File: src/rtl/shram_pkg.sv
package shram_pkg;

    localparam int BYTE_W = 8;

    typedef enum logic [1:0] {
        REG_PTR_LO = 2'd0,
        REG_PTR_HI = 2'd1,
        REG_DATA   = 2'd2,
        REG_CTRL   = 2'd3
    } reg_sel_e;

    // control/status bit positions
    localparam int CB_RUN     = 0;
    localparam int CB_AUTOINC = 1;
    localparam int CB_BYPASS  = 2;
    localparam int CB_DOORBELL = 3;
    localparam int CB_INT0    = 4;
    localparam int CB_INT1    = 5;

    typedef struct packed {
        logic run;
        logic autoinc;
        logic bypass;
        logic doorbell;
        logic int0;
        logic int1;
        logic hirq;
    } ctrl_state_t;

    typedef struct packed {
        logic              rvalid;
        logic              from_ram;
        logic [BYTE_W-1:0] rbyte;
    } rd_state_t;

endpackage

File: src/rtl/shram_ptr.sv
module shram_ptr
    import shram_pkg::*;
#(
    parameter int ADDR_W = 16
) (
    input  logic              clk,
    input  logic              rst_n,
    input  logic              load_lo,
    input  logic              load_hi,
    input  logic              step,
    input  logic [BYTE_W-1:0] byte_in,
    output logic [ADDR_W-1:0] ptr
);
    localparam int HI_W = ADDR_W - BYTE_W;

    logic [ADDR_W-1:0] ptr_d, ptr_q;

    always_comb begin
        ptr_d = ptr_q;
        if (load_lo) begin
            ptr_d[BYTE_W-1:0] = byte_in;
        end else if (load_hi) begin
            ptr_d[ADDR_W-1:BYTE_W] = byte_in[HI_W-1:0];
        end else if (step) begin
            // natural modulo wrap at the top of the address space
            ptr_d = ptr_q + ADDR_W'(1);
        end
    end

    always_ff @(posedge clk) begin
        if (!rst_n) begin
            ptr_q <= '0;
        end else begin
            ptr_q <= ptr_d;
        end
    end

    assign ptr = ptr_q;

endmodule

File: src/rtl/shram_ctrl.sv
module shram_ctrl
    import shram_pkg::*;
(
    input  logic              clk,
    input  logic              rst_n,
    input  logic              wr_ctrl,
    input  logic [BYTE_W-1:0] wbyte,
    input  logic              set_int0,
    input  logic              set_int1,
    output logic              run,
    output logic              autoinc,
    output logic              bypass,
    output logic              doorbell,
    output logic              hirq,
    output logic [BYTE_W-1:0] status
);
    ctrl_state_t st_d, st_q;

    always_comb begin
        st_d = st_q;
        if (wr_ctrl) begin
            st_d.run     = wbyte[CB_RUN];
            st_d.autoinc = wbyte[CB_AUTOINC];
            st_d.bypass  = wbyte[CB_BYPASS];
        end
        // doorbell lives one cycle only
        st_d.doorbell = wr_ctrl & wbyte[CB_DOORBELL];
        // write-one-to-clear, a set strobe in the same cycle wins
        st_d.int0 = (st_q.int0 & ~(wr_ctrl & wbyte[CB_INT0])) | set_int0;
        st_d.int1 = (st_q.int1 & ~(wr_ctrl & wbyte[CB_INT1])) | set_int1;
        st_d.hirq = st_q.int0 | st_q.int1;
    end

    always_ff @(posedge clk) begin
        if (!rst_n) begin
            st_q <= '0;
        end else begin
            st_q <= st_d;
        end
    end

    always_comb begin
        status              = '0;
        status[CB_RUN]      = st_q.run;
        status[CB_AUTOINC]  = st_q.autoinc;
        status[CB_BYPASS]   = st_q.bypass;
        status[CB_DOORBELL] = st_q.doorbell;
        status[CB_INT0]     = st_q.int0;
        status[CB_INT1]     = st_q.int1;
    end

    assign run      = st_q.run;
    assign autoinc  = st_q.autoinc;
    assign bypass   = st_q.bypass;
    assign doorbell = st_q.doorbell;
    assign hirq     = st_q.hirq;

endmodule

File: src/rtl/shram_port_mux.sv
module shram_port_mux
    import shram_pkg::*;
#(
    parameter int ADDR_W = 16
) (
    input  logic              clk,
    input  logic              rst_n,
    input  logic [1:0]        sel,
    input  logic              rd_eff,
    input  logic              wr_data,
    input  logic              data_acc,
    input  logic [BYTE_W-1:0] host_wdata,
    input  logic [ADDR_W-1:0] ptr,
    input  logic [BYTE_W-1:0] status,
    input  logic              cop_wr,
    input  logic [ADDR_W-1:0] cop_addr,
    input  logic [BYTE_W-1:0] cop_wdata,
    input  logic [BYTE_W-1:0] ram_rdata,
    output logic [ADDR_W-1:0] ram_addr,
    output logic              ram_we,
    output logic [BYTE_W-1:0] ram_wdata,
    output logic              cop_gnt,
    output logic [BYTE_W-1:0] host_rdata,
    output logic              host_rvalid
);
    localparam int HI_W = ADDR_W - BYTE_W;

    rd_state_t         rd_d, rd_q;
    logic [BYTE_W-1:0] hi_byte;

    // RAM side: host window has priority over coprocessor writes
    always_comb begin
        cop_gnt   = cop_wr & ~data_acc;
        ram_addr  = ptr;
        ram_we    = 1'b0;
        ram_wdata = host_wdata;
        if (data_acc) begin
            ram_we = wr_data;
        end else if (cop_wr) begin
            ram_addr  = cop_addr;
            ram_we    = 1'b1;
            ram_wdata = cop_wdata;
        end
    end

    always_comb begin
        hi_byte             = '0;
        hi_byte[HI_W-1:0]   = ptr[ADDR_W-1:BYTE_W];
    end

    always_comb begin
        rd_d          = rd_q;
        rd_d.rvalid   = rd_eff;
        rd_d.from_ram = 1'b0;
        if (rd_eff) begin
            case (reg_sel_e'(sel))
                REG_PTR_LO: rd_d.rbyte = ptr[BYTE_W-1:0];
                REG_PTR_HI: rd_d.rbyte = hi_byte;
                REG_DATA: begin
                    rd_d.rbyte    = '0;
                    rd_d.from_ram = 1'b1;
                end
                default:    rd_d.rbyte = status;
            endcase
        end
    end

    always_ff @(posedge clk) begin
        if (!rst_n) begin
            rd_q <= '0;
        end else begin
            rd_q <= rd_d;
        end
    end

    assign host_rdata  = rd_q.from_ram ? ram_rdata : rd_q.rbyte;
    assign host_rvalid = rd_q.rvalid;

endmodule

File: src/rtl/shram_host_port.sv
module shram_host_port
    import shram_pkg::*;
#(
    parameter int ADDR_W = 16
) (
    input  logic              clk,
    input  logic              rst_n,
    input  logic [1:0]        host_sel,
    input  logic              host_wr,
    input  logic              host_rd,
    input  logic [7:0]        host_wdata,
    output logic [7:0]        host_rdata,
    output logic              host_rvalid,
    output logic              host_irq,
    output logic [ADDR_W-1:0] ram_addr,
    output logic              ram_we,
    output logic [7:0]        ram_wdata,
    input  logic [7:0]        ram_rdata,
    output logic              cop_run,
    output logic              cop_bypass,
    output logic              cop_irq,
    input  logic              cop_wr,
    input  logic [ADDR_W-1:0] cop_addr,
    input  logic [7:0]        cop_wdata,
    output logic              cop_gnt,
    input  logic              cop_set_int0,
    input  logic              cop_set_int1
);
    logic              rd_eff;
    logic              data_acc;
    logic              autoinc;
    logic              step;
    logic [ADDR_W-1:0] ptr;
    logic [BYTE_W-1:0] status;

    assign rd_eff   = host_rd & ~host_wr;
    assign data_acc = (host_wr | rd_eff) & (reg_sel_e'(host_sel) == REG_DATA);
    assign step     = data_acc & autoinc;

    shram_ptr #(.ADDR_W(ADDR_W)) u_ptr (
        .clk     (clk),
        .rst_n   (rst_n),
        .load_lo (host_wr & (reg_sel_e'(host_sel) == REG_PTR_LO)),
        .load_hi (host_wr & (reg_sel_e'(host_sel) == REG_PTR_HI)),
        .step    (step),
        .byte_in (host_wdata),
        .ptr     (ptr)
    );

    shram_ctrl u_ctrl (
        .clk      (clk),
        .rst_n    (rst_n),
        .wr_ctrl  (host_wr & (reg_sel_e'(host_sel) == REG_CTRL)),
        .wbyte    (host_wdata),
        .set_int0 (cop_set_int0),
        .set_int1 (cop_set_int1),
        .run      (cop_run),
        .autoinc  (autoinc),
        .bypass   (cop_bypass),
        .doorbell (cop_irq),
        .hirq     (host_irq),
        .status   (status)
    );

    shram_port_mux #(.ADDR_W(ADDR_W)) u_mux (
        .clk         (clk),
        .rst_n       (rst_n),
        .sel         (host_sel),
        .rd_eff      (rd_eff),
        .wr_data     (host_wr),
        .data_acc    (data_acc),
        .host_wdata  (host_wdata),
        .ptr         (ptr),
        .status      (status),
        .cop_wr      (cop_wr),
        .cop_addr    (cop_addr),
        .cop_wdata   (cop_wdata),
        .ram_rdata   (ram_rdata),
        .ram_addr    (ram_addr),
        .ram_we      (ram_we),
        .ram_wdata   (ram_wdata),
        .cop_gnt     (cop_gnt),
        .host_rdata  (host_rdata),
        .host_rvalid (host_rvalid)
    );

endmodule

File: config.mk
export PLATFORM = sky130hd
export DESIGN_NAME = shram_host_port
export DESIGN_NICKNAME = d
export VERILOG_FILES = /design/src/rtl/shram_pkg.sv /design/src/rtl/shram_ptr.sv /design/src/rtl/shram_ctrl.sv /design/src/rtl/shram_port_mux.sv /design/src/rtl/shram_host_port.sv
export SDC_FILE = /design/constraint.sdc
export NUM_CORES = 1
export LEC_CHECK = 0
export ABC_AREA = 1
export ABC_CLOCK_PERIOD_IN_PS = 3400
export CORE_ASPECT_RATIO = 0.6
export CORE_MARGIN = 1.5
export CORE_UTILIZATION = 36
export DETAILED_ROUTE_END_ITERATION = 12
export DONT_BUFFER_PORTS = 1
export PLACE_DENSITY = 0.56
export SLEW_MARGIN = 20
export SYNTH_ARGS = -nofsm -noshare
export SYNTH_HDL_FRONTEND = slang
export SYNTH_SLANG_ARGS = --single-unit
File: constraint.sdc
create_clock -name clk -period 3.4 [get_ports clk]
set_input_delay 0.51 -clock clk [delete_from_list [all_inputs] [get_ports clk]]
set_output_delay 0.51 -clock clk [all_outputs]
set_load 0.005 [all_outputs]
==> metrics.txt, run 1 <==
Hold Buf Count CTS=0; final hold viol count=0; setup violators final=0; top-count cell post-synth=nand2_1; CP endpoint kind=output port; Slew Limit Fails=0; DP Cell Count=438; Fmax=465 MHz; setup TNS=0 ns; Synth Net Count=between 400 and 500; Slew @ Worst Pin=~0.82 ns; clock-pin slew on the worst setup and hold paths=about 0.07 ns; Util after Layout=around two fifths; io pins=88; placed cell area=2270 um2; nets@finish=between 400 and 500; Sink Count=33; run status=completed; WL per Instance=between 15 and 20 um; Routability Congestion=approximately 0.85; Setup WS pre-CTS=around 1.2 ns; Post-synth ARST share=0%; layout cell share with drive strength beyond 1=~8%; RSZ-0062 raised after global routing=false; CTS Buf Count=5; antenna viol nets, final=0; vias in the first global route=roughly 2.0k; pin count of the biggest net entering global routing=47; DRC=0; Post-Route WL=a little under 7 mm; Max FO, Critical Path=46; slew margin rel.=between 40% and 50%; H-tree depth=2; Hold WS=around 0.29 ns; Lkg Pwr=around 0.97 nW; Cell Pwr Density=approximately 390 nW/um2; Worst Hold Class=input pin to flip-flop; non-filler cells, final=446; critical path type=input pin to output port; FF+latch count, synth=33; maximum vdd drop=between 100 and 150 uV; port bufs=0; Layout area overhead=5.99%; slack of the critical path=~1.3 ns; largest area contributor in the netlist=dfxtp_1; maxcap violations=0; Root Buffer=clkbuf_8; DRT Pass-1 Iters=5; first-pass GRT wire length=about 11 mm; DRT iter0 DRCs=roughly 160; Max clock buf depth=2; antenna violations before repair=0; sequential fraction of the synthesis area=29.3%; power consumption=about 0.93 mW; Detail Placement HPWL=around 5.3 mm; EDFF count, synth=0; top post-synthesis cells by count=108 x nand2_1, 44 x inv_1, 40 x o21ai_0; Final Cycle Share=approximately 63%; Synth cell types=30; arrival time worst endpoint=around 1.6 ns; initial core utilization=a little under two fifths; core area=6080 um2; number of diodes=0; Skew-Pair Late Insertion Delay=approximately 0.30 ns; Cell Area, Synth=between 2000 and 2500 um2; fin area=2390 um2; CTS tree=done; largest cells by area after synthesis=dfxtp_1 29%, nand2_1 18%, o21ai_0 8.9%; Tmin final=around 2.1 ns; crit path launch type=input pin; CP Data Required Time=~2.9 ns; vias per inst=about 5.2; Die Ht=between 60 and 70 um; gr usage total=between 20% and 30%; post-synthesis cell count=366; Avg Inst Size Synth=6.16 um2; top cell type's share of synthesized area=between 20% and 30%; remaining global-route overflow=0; clk_skew=between 0.007 and 0.008 ns; Most used DFF post-synth=dfxtp_1; routed via count=2320; total number of yosys warnings=0; Die X=~110 um; floorplan row count=22; Die Footprint=approximately 6800 um2; post_cts resized=0; post-CTS setup buffer count=0
-- final cells by class --
type | count | area, um2
Inverter | 51 | 196
Sequential cell | 33 | 661
Fill cell | 656 | 3690
Multi-Input combinational cell | 270 | 1310
Clock inverter | 1 | 30.0
Clock buffer | 7 | 86.3
Tap cell | 84 | 105
-- worst max-delay path, cell delays in order --
cell and delay, ns:
inv_2 0.10, nand2_2 0.08, nand3_1 0.10, nand2_2 0.09, inv_2 0.48, nand2_1 0.12
o21ai_0 0.15
-- cell usage in the layout, fill, tap and decap left out, types with 3 or more instances in the layout --
cell type	n
a21oi_1	22
a21oi_2	3
mux2_2	6
dfxtp_1	33
nand2_1	108
nor2_1	30
o21ai_0	40
a41oi_1	6
o21ai_1	15
inv_1	44
clkbuf_8	6
inv_2	3
nand3_1	23
nand2_2	3
-- cells by family (layout without fill, tap and decap cells) --
| kind of cell | count (synthesis) | after routing | synth area share, % |
|---|---|---|---|
| mux | 6 | 6 | 2.99 |
| flops | 33 | 33 | 29.3 |
| simple gates | 173 | 173 | 32.9 |
| compound gates | 90 | 90 | 21.7 |
| buf+inv | 63 | 59 | 12.5 |
| fa+ha+maj | 1 | 1 | 0.555 |
-- power breakdown --
group	internal (mW)	switching, mW
Combinational	0.0365	0.0774
Clock	0.239	0.158
Sequential	0.402	0.0143
-- final timing paths --
path	startpoint	to	slack [ns]	depth (start not counted)
max	host_wr	ram_addr[8]	1.25	7
min	host_sel[0]	u_mux.rd_q[8]$_SDFF_PN0_	0.29	1
max reg2reg	u_ptr.ptr[1]$_SDFFE_PN0P_	u_ptr.ptr[8]$_SDFFE_PN0P_	1.72	8
min reg2reg	u_ctrl.status[5]$_SDFF_PN0_	u_ctrl.hirq$_SDFF_PN0_	0.48	2
-- routing by layer --
metal / part of all wire, % / global-route usage [%]
met1: 50 / 30.0
met2: 38 / 28.4
met3: 10 / 6.63
met4: 1.3 / 7.19
met5: 0 / 0
-- registers in the layout, summed over array words and instances, names as in the netlist --
| register | count |
|---|---|
| u_ctrl.run | 1 |
| u_mux.rd_q | 9 |
| u_mux.host_rvalid | 1 |
| u_ptr.ptr | 16 |
| u_ctrl.doorbell | 1 |
| u_ctrl.autoinc | 1 |
| u_ctrl.bypass | 1 |
| u_ctrl.hirq | 1 |
| u_ctrl.status | 2 |
(Power assumes the default switching activity.)
==> inputs of run 2 (changes only) <==
--- a/config.mk
+++ b/config.mk
@@ -6,7 +6,7 @@
 export NUM_CORES = 1
 export LEC_CHECK = 0
 export ABC_AREA = 1
-export ABC_CLOCK_PERIOD_IN_PS = 3400
+export ABC_CLOCK_PERIOD_IN_PS = 2200
 export CORE_ASPECT_RATIO = 0.6
 export CORE_MARGIN = 1.5
 export CORE_UTILIZATION = 36
==> constraint.sdc (replaced) <==
create_clock -name clk -period 2.2 [get_ports clk]
set_input_delay 0.33 -clock clk [delete_from_list [all_inputs] [get_ports clk]]
set_output_delay 0.33 -clock clk [all_outputs]
set_load 0.005 [all_outputs]
==> run 2 against run 1 <==
Against the previous run:
- core utilization is 0.45 points higher
- power up 55%
- critical path depth up 1
- sequential power is 54% higher
- via count rose by 2.4%
- die area unchanged
- routed wire length grew 3.5%
- non-clock buffer count increased by 2
- cell count increased by 0.45%
- setup slack worse by 0.70 ns
- clock-buffer cell count did not move
- first-iteration DRC count grew 12%
- critical endpoint is now u_ptr.ptr[12]$_SDFFE_PN0P_
- largest cell class unchanged
==> metrics.txt, run 2 (synthesized netlist as in run 1, its figures left out) <==
initial core utilization=37.1% (unchanged); Hold Path Sink=u_mux.rd_q[8]$_SDFF_PN0_; core area=6080 um2 (unchanged); antenna violations before repair=0 (unchanged); Root Buffer=clkbuf_8; RSZ-0062 raised after global routing=false; setup TNS=0 ns (unchanged); gr usage total=20.9% (+0.18 points); most frequent cells in the layout=108 x nand2_1, 44 x inv_1, 40 x o21ai_0; non-filler cells, final=448 (+0.45%); maxcap violations=0 (unchanged); Skew-Pair Late Insertion Delay=0.29 ns (about the same); critical path type=flip-flop to flip-flop; Worst Hold Class=input pin to flip-flop; setup violators final=0 (unchanged); routed via count=2375 (+2.4%); DRC=0 (unchanged); CP Data Required Time=2.36 ns (-0.53 ns); run status=completed; remaining global-route overflow=0 (unchanged); Die Footprint=6770 um2 (unchanged); Detail Placement HPWL=5.40 mm (+2.5%); CTS Buf Count=5 (unchanged); port bufs=0 (unchanged); nets@finish=413 (+0.49%); H-tree depth=2 (unchanged); DP Cell Count=440 (+0.46%); post_cts resized=0 (unchanged); Slew Limit Fails=0 (unchanged); vias in the first global route=2047 (+3.0%); WL per Instance=15.6 um (+3.0%); Max FO, Critical Path=6 (-87%); Hold WS=0.110 ns (-0.176 ns); io pins=88 (unchanged); reg2reg end=u_ptr.ptr[12]$_SDFFE_PN0P_; Die X=105 um (unchanged); post-CTS setup buffer count=0 (unchanged); CTS tree=done; placed cell area=2300 um2 (+1.2%); Cell Pwr Density=595 nW/um2 (+53%); fin area=2420 um2 (+1.2%); Post-Route WL=7.00 mm (+3.5%); Die Ht=64.3 um (unchanged); Final Cycle Share=about 75%; Hold Path Stages=1 (unchanged); crit path launch type=flip-flop; vias per inst=5.30 (+1.9%); maximum vdd drop=220 uV (+78%); CP endpoint kind=flip-flop; Lkg Pwr=0.985 nW (+1.5%); Tmin final=between 1.5 and 2 ns; Setup WS pre-CTS=0.558 ns (-0.650 ns); Routability Congestion=0.922 (+8.3%); Fmax=between 600 and 700 MHz; Reg2Reg Setup Slack=0.55 ns (-1.17 ns); Layout area overhead=7.21%; Util after Layout=39.8% (+0.45 points); Hold Startpoint=host_sel[0]; DRT iter0 DRCs=183 (+12%); Hold Buf Count CTS=0 (unchanged); floorplan row count=22 (unchanged); antenna viol nets, final=0 (unchanged); clock-pin slew on the worst setup and hold paths=0.08 ns (about the same); pin count of the biggest net entering global routing=37 (-21%); final hold viol count=0 (unchanged); slew margin rel.=60.5% (+15 points); number of diodes=0 (unchanged); power consumption=1.44 mW (+55%); slack of the critical path=0.548 ns (-0.703 ns); clk_skew=0.00973 ns (+0.00253 ns); Largest register FFs=16 (unchanged); layout cell share with drive strength beyond 1=8.52% (+0.51 points); Critical R2R Launch=u_ptr.ptr[1]$_SDFFE_PN0P_; Sink Count=33 (unchanged); Max clock buf depth=2 (unchanged); DRT Pass-1 Iters=5 (unchanged); R2R depth=8 (unchanged); arrival time worst endpoint=1.81 ns (+0.17 ns); leading cell type in the layout, fill and taps excluded=nand2_1; Slew @ Worst Pin=0.589 ns (-0.228 ns); first-pass GRT wire length=10.8 mm (+2.2%)
-- run 2: worst max path at each step --
stage / start / endpoint / slack, ns / cells past startpoint
floorplan: host_wr / ram_addr[10] / 0.79 / 8
global placement: host_wr / ram_addr[8] / 0.59 / 8
detailed placement: host_wr / ram_addr[8] / 0.56 / 8
CTS: host_wr / ram_addr[8] / 0.55 / 8
global route: u_ptr.ptr[0]$_SDFFE_PN0P_ / u_ptr.ptr[8]$_SDFFE_PN0P_ / 0.44 / 8
finish: u_ptr.ptr[1]$_SDFFE_PN0P_ / u_ptr.ptr[12]$_SDFFE_PN0P_ / 0.55 / 8
-- run 2: area by class of cell --
cell class | count | area [um2]
fillers | 677 | 3660
flip-flops and latches | 33 | 661
well taps | 84 | 105
inverters | 51 | 196
clock inverters | 1 | 30.0
repair buffers | 2 | 27.5
multi-input cells | 270 | 1310
clock buffers | 7 | 86.3
-- run 2: layer usage --
metal | vias up | GRT usage [%] | share of wire [%]
met4 | 0 | 4.62 | 0.69
met1 | 1082 | 31.4 | 52
met2 | 103 | 29.8 | 40
met5 | - | 0 | 0
li1 | 1183 | - | -
met3 | 7 | 4.90 | 7.4
-- run 2: worst max-delay path: stages, from the launching register on --
cell and delay [ns]:
dfxtp_1 0.44, ha_1 0.27, nand3_1 0.14, inv_1 0.10, nand2_1 0.10, o21ai_0 0.23
nand3_1 0.10, nand2_1 0.09, a21oi_2 0.05
-- run 2: report_power, final --
group          switching, mW  leakage, nW  total [mW]  internal, mW
Combinational          0.124        0.657       0.186        0.0621
Sequential            0.0216        0.269       0.642         0.621
Clock                  0.241       0.0585       0.610         0.370
Total                  0.386        0.985        1.44          1.05
